==> config.mk <==
export PLATFORM = sky130hd
export DESIGN_NAME = skipSeqCounter
export DESIGN_NICKNAME = d
export VERILOG_FILES = /design/src/rtl/skipSeqPkg.sv /design/src/rtl/skipSeqNext.sv /design/src/rtl/skipSeqCtrl.sv /design/src/rtl/skipSeqDatapath.sv /design/src/rtl/skipSeqCounter.sv
export SDC_FILE = /design/constraint.sdc
export NUM_CORES = 1
export LEC_CHECK = 0
export ABC_AREA = 0
export CAP_MARGIN = 20
export CORE_AREA = 3 3 40 42
export DETAILED_ROUTE_END_ITERATION = 8
export DIE_AREA = 0 0 43 45
export DONT_BUFFER_PORTS = 1
export PLACE_DENSITY = 0.32
export SKIP_CTS_REPAIR_TIMING = 1
export SLEW_MARGIN = 20
export SYNTH_ARGS = -nofsm -noshare
export SYNTH_HDL_FRONTEND = slang
export SYNTH_HIERARCHICAL = 1
export SYNTH_SLANG_ARGS = --single-unit
==> constraint.sdc <==
create_clock -name clk -period 1.3 [get_ports clk]
set_input_delay 0.26 -clock clk [delete_from_list [all_inputs] [get_ports clk]]
set_output_delay 0.26 -clock clk [all_outputs]
set_load 0.03 [all_outputs]
==> src/rtl/skipSeqPkg.sv <==
package skipSeqPkg;
  localparam int STATE_W = 3;
  typedef logic [STATE_W-1:0] state_t;

  typedef struct packed {
    logic clear;
    logic load;
    logic step;
  } ctlStrobe_t;
endpackage

==> src/rtl/skipSeqNext.sv <==
module skipSeqNext
  import skipSeqPkg::*;
#(
  parameter bit USE_TOGGLE = 1'b0
) (
  input  state_t cur,
  output state_t nxt
);
  logic bitC, bitB, bitA;
  assign bitC = cur[2];
  assign bitB = cur[1];
  assign bitA = cur[0];

  generate
    if (USE_TOGGLE) begin : g_toggle
      logic togC, togB, togA;
      always_comb begin
        togC = bitA ^ bitC;
        togB = bitB ^ ~(bitA ^ bitC);
        togA = bitA ^ (bitB & ~bitC);
        nxt  = cur ^ {togC, togB, togA};
      end
    end else begin : g_direct
      always_comb begin
        nxt = {bitA, ~(bitA ^ bitC), bitB & ~bitC};
      end
    end
  endgenerate
endmodule

==> src/rtl/skipSeqCtrl.sv <==
module skipSeqCtrl
  import skipSeqPkg::*;
(
  input  logic       rst,
  input  logic       enable,
  input  logic       loadEn,
  output ctlStrobe_t ctl
);
  always_comb begin
    ctl.clear = rst;
    ctl.load  = !rst && loadEn;
    ctl.step  = !rst && !loadEn && enable;
  end
endmodule

==> src/rtl/skipSeqDatapath.sv <==
module skipSeqDatapath
  import skipSeqPkg::*;
#(
  parameter bit USE_TOGGLE = 1'b0
) (
  input  logic       clk,
  input  ctlStrobe_t ctl,
  input  state_t     loadVal,
  output state_t     stateQ
);
  state_t stateReg;
  state_t nextVal;

  skipSeqNext #(.USE_TOGGLE(USE_TOGGLE)) u_next (
    .cur(stateReg),
    .nxt(nextVal)
  );

  always_ff @(posedge clk) begin
    if (ctl.clear)      stateReg <= '0;
    else if (ctl.load)  stateReg <= loadVal;
    else if (ctl.step)  stateReg <= nextVal;
  end

  assign stateQ = stateReg;

  a_r1_clear: assert property (@(posedge clk) ctl.clear |=> stateReg == 3'b000);

  a_r2_loop_000: assert property (@(posedge clk) disable iff (ctl.clear)
    (ctl.step && stateReg == 3'b000) |=> stateReg == 3'b010);
  a_r2_loop_010: assert property (@(posedge clk) disable iff (ctl.clear)
    (ctl.step && stateReg == 3'b010) |=> stateReg == 3'b011);
  a_r2_loop_011: assert property (@(posedge clk) disable iff (ctl.clear)
    (ctl.step && stateReg == 3'b011) |=> stateReg == 3'b101);
  a_r2_loop_101: assert property (@(posedge clk) disable iff (ctl.clear)
    (ctl.step && stateReg == 3'b101) |=> stateReg == 3'b110);
  a_r2_loop_110: assert property (@(posedge clk) disable iff (ctl.clear)
    (ctl.step && stateReg == 3'b110) |=> stateReg == 3'b000);

  a_r3_hold: assert property (@(posedge clk) disable iff (ctl.clear)
    (!ctl.load && !ctl.step) |=> $stable(stateReg));

  a_r4_load: assert property (@(posedge clk) disable iff (ctl.clear)
    ctl.load |=> stateReg == $past(loadVal));

  a_r5_from001: assert property (@(posedge clk) disable iff (ctl.clear)
    (ctl.step && stateReg == 3'b001) |=> stateReg == 3'b100);
  a_r5_from100: assert property (@(posedge clk) disable iff (ctl.clear)
    (ctl.step && stateReg == 3'b100) |=> stateReg == 3'b000);

  a_r6_from111: assert property (@(posedge clk) disable iff (ctl.clear)
    (ctl.step && stateReg == 3'b111) |=> stateReg == 3'b110);
endmodule

==> src/rtl/skipSeqCounter.sv <==
module skipSeqCounter
  import skipSeqPkg::*;
#(
  parameter bit USE_TOGGLE = 1'b0
) (
  input  logic       clk,
  input  logic       rst,
  input  logic       enable,
  input  logic       loadEn,
  input  logic [2:0] loadVal,
  output logic [2:0] stateOut
);
  ctlStrobe_t ctl;

  skipSeqCtrl u_ctrl (
    .rst(rst),
    .enable(enable),
    .loadEn(loadEn),
    .ctl(ctl)
  );

  skipSeqDatapath #(.USE_TOGGLE(USE_TOGGLE)) u_dp (
    .clk(clk),
    .ctl(ctl),
    .loadVal(loadVal),
    .stateQ(stateOut)
  );
endmodule

======== After elaboration in Yosys (flattened, before gate mapping) ========
Index checks and enable logic that the tools add are counted.
storage, ports and cells
  bits in registers ....................... 3
  logic and storage cells ................. 13
  input bits .............................. 7
  bits in read-only memories .............. 0
  latch bits .............................. 0
  memories ................................ 0
  output and inout port bits .............. 3
  bits in writable memories ............... 0
cells by class
  $mul .................................... 0
  eq/ne operators ......................... 0
  order comparisons ....................... 0
  mux-type cells .......................... 2
  bitwise logic cells ..................... 4
  shift operators ......................... 0
  div/mod/pow operators ................... 0
  reduce and logical (&&, ||, !) cells .... 6
  add/subtract/negate cells ............... 0
operator list
  kind                count
  2-to-1 mux 3 bit    2
  logical AND 1 bit   3
  logical NOT 1 bit   2
  inverter 1 bit      2
  nonzero test 2 bit  1
  AND 1 bit           1
  XOR 1 bit           1

======== Logic depth before layout (Yosys ltp) ========
  word-level depth ........................ 5
  gate-level depth with buffers ........... 3
  mapped depth without buffers ............ 3

======== Cells and area by module ========
The synthesis kept the hierarchy.
modules (own cells, without submodules)
  module           sequential area each (µm²)  cells an instance  area each (µm²)  instances
  skipSeqDatapath  60.1                        13                 135.1            1
  skipSeqCtrl      0.0                         3                  26.3             1
  skipSeqNext      0.0                         3                  22.5             1

======== Worst setup path after synthesis ========
No wires, ideal clock.
  path kind ............................... register -> register
  start point ............................. reg u_dp.stateReg[0] (netlist: u_dp/stateQ[0])
  end point ............................... reg u_dp.stateReg[1] (netlist: u_dp/stateQ[1])
  setup time .............................. 86 ps
  clock period less this slack ............ 1059 ps
  data arrival time ....................... 974 ps
  path buffers ............................ 0
  stages on the path, launching flop included .. 4
  data required time ...................... 1214 ps
  path slack .............................. 241 ps
  cell sequence ........................... dfxtp_1 > xnor2_1 > mux2i_1 > a211oi_1
between the ends
  longest elaborated chain between the ends .. 4
RTL lines
  element                 RTL line               source
  start, declared         skipSeqDatapath.sv:11  state_t stateReg;
  start signal, assigned  skipSeqDatapath.sv:21  else if (ctl.load) stateReg <= loadVal;
  start signal, assigned  skipSeqDatapath.sv:22  else if (ctl.step) stateReg <= nextVal;
  XOR 1 bit               skipSeqNext.sv:25      nxt = {bitA, ~(bitA ^ bitC), bitB & ~bitC};
  inverter 1 bit          skipSeqNext.sv:25
  via u_dp.nextVal[1]     skipSeqDatapath.sv:12  state_t nextVal;
  2-to-1 mux 3 bit        skipSeqDatapath.sv:22
  2-to-1 mux 3 bit        skipSeqDatapath.sv:21
The timed path passes the listed nets, and every way through them passes these cells. The select of a mux whose other input is x is not followed.
A chain may end at the register's enable or synchronous reset.

======== Worst setup path in the final report ========
  start point ............................. reg u_dp.stateReg[2] (netlist: u_dp/stateQ[2])
  end point ............................... out stateOut[2]
RTL lines
  element        RTL line              source
  end, declared  skipSeqCounter.sv:11  output logic [2:0] stateOut
No word-level cell between the ends.

==> flow_metrics.tcl <==
set metrics [dict create \
    skew_ps 4.80 \
    path_max_fanout 4 \
    min_path_type "input port to register" \
    setup_viol 0 \
    viasPerCell 3.69 \
    register_area_sq_um 60.1 \
    cts_root_buf "clkbuf_4" \
    cap_violations 0 \
    drive_gt1_share_pct 29.2 \
    ys_seq_area_share_pct 32.7 \
    slew_headroom_pct 78.4 \
    cts_buffers 3 \
    slowest_stage "dfxtp_1" \
    avgSynthCellArea_sq_um 9.68 \
    port_buffers 0 \
    diodes 0 \
    die_x_microns 43 \
    grt_pass1_wl_microns 627 \
    antenna_found_initial 0 \
    syn_nets 26 \
    cts_max_path_buffers 2 \
    clk_pin_slew_ps 40 \
    cp-start-kind "register" \
    grt_util_all_layers_pct 5.49 \
    grt_pass1_vias 163 \
    critPathArrivalTime_ps 810 \
    final_area_sq_um 236 \
    synthDistinctLibCells 8 \
    period_minus_slack_ps 1070 \
    max_stage_delay_ps 390 \
    power_density_nw_per_um2 1370 \
    crit_buf_inv 1 \
    placement.cell_area_sq_um 210 \
    netlist_instances 19 \
    place.gp.congestion 0.638 \
    setup_tns_ps 0 \
    cts_tree "built" \
    hold_viol 0 \
    slew_viol_final 0 \
    area_delta_synth_final_pct 28.6 \
    multi_input_area_sq_um 105 \
    coreArea_sq_um 1280 \
    dr.pass1.iters 3 \
    synthesis.area_sq_um 184 \
    critPathCaptureType "primary output" \
    clock.fmax_mhz 936 \
    cts.sinks 3 \
    wl_microns 443 \
    ios 10 \
    final_common_cell "nor2b_1" \
    wire_per_inst_microns 11.4 \
    die_h_microns 45 \
    rsz0062_at_grt "no" \
    die-area_sq_um 1940 \
    vias 144 \
    cts_htree_levels 1 \
    cp.required_ps 1040 \
    grt_start_max_net_pins 6 \
    ant_nets 0 \
    p_leak_nw 0.0844 \
    path_class "register to primary output" \
    nFillCells 147 \
    fin_nets 32 \
    grt_overflow 0 \
    drc_errors 0 \
    path_cells "buf_4" \
    first_iter_violations 2 \
    worst_slew_pin_slew_ps 323 \
    rows 13 \
    worstSkewPairLatency_ps 240 \
    largest_reg_flops 3 \
    critPathTopFamily "flip-flops" \
    initial_core_util_pct 14.3 \
    ys_ff_latch 3 \
    status "complete, no violations" \
    synth_warnings 6 \
    vdd_drop_max_uv 365 \
    timing.final.crit_share_pct 82.2 \
]
## cells in the mapped netlist
master,number,area share [%]
mux2i_1,3,16
buf_4,2,8.2
xnor2_1,1,4.8
nor3b_2,1,6.8
a211oi_1,3,12
dfxtp_1,3,33
nor2b_1,5,17
inv_1,1,2.0
## worst register-to-register path: stages, from the launching register on
cell and delay (ps):
dfxtp_1 390, xnor2_1 130, mux2i_1 100, a211oi_1 230
## report_power, final
part | leakage [nW] | switching, mW | internal (mW)
logic | 0.0447 | 0.0279 | 0.0240
registers | 0.0248 | 0.00693 | 0.0997
clock network | 0.0150 | 0.0508 | 0.115
## final timing paths
| path | depth (start not counted) | startpoint | slack (ps) | to |
|---|---|---|---|---|
| setup / recovery | 1 | u_dp/stateQ[2]$_SDFFE_PP0P_ | 230 | stateOut[2] |
| setup reg to reg | 3 | u_dp/stateQ[2]$_SDFFE_PP0P_ | 380 | u_dp/stateQ[1]$_SDFFE_PP0P_ |
| hold reg to reg | 2 | u_dp/stateQ[1]$_SDFFE_PP0P_ | 590 | u_dp/stateQ[1]$_SDFFE_PP0P_ |
| hold / removal | 1 | rst | 90 | u_dp/stateQ[1]$_SDFFE_PP0P_ |
## cells by family after synthesis
kind of cell           count (synthesis)  share of synthesized area, %
multiplexers                           3                          16.3
AND/OR/NAND/NOR                        6                          23.8
XOR/XNOR                               1                          4.76
flip-flops                             3                          32.7
AO/OA/AOI/OAI                          3                          12.2
buffers and inverters                  3                          10.2
## area by class of cell
| type | count | area share, % |
|---|---|---|
| clock buffer | 4 | 11.1 |
| inverter | 1 | 1.59 |
| multi-input combinational | 13 | 44.4 |
| sequential | 3 | 25.4 |
| tap | 15 | 7.94 |
| timing repair buffer | 3 | 9.52 |
## layer usage
layer / GRT usage (%) / routed length [microns]
met1: 5.28 / 194
met5: 0 / 0
met2: 5.69 / 189
met4: 10.8 / 12
met3: 2.79 / 46
## stage by stage
step / power, mW / util [%] / hold slack, ps / setup WS, ps / cells
floorplan: 0.150 / - / 433 / 241 / 19
global placement: 0.160 / 16.4 / 337 / 244 / 35
detailed placement: 0.160 / 16.4 / 338 / 265 / 35
CTS: 0.336 / 18.4 / 80.8 / 215 / 39
global route: 0.344 / 18.4 / 81.1 / 203 / 39
finish: 0.325 / 18.4 / 91.9 / 231 / 39
(Power assumes the default switching activity.)
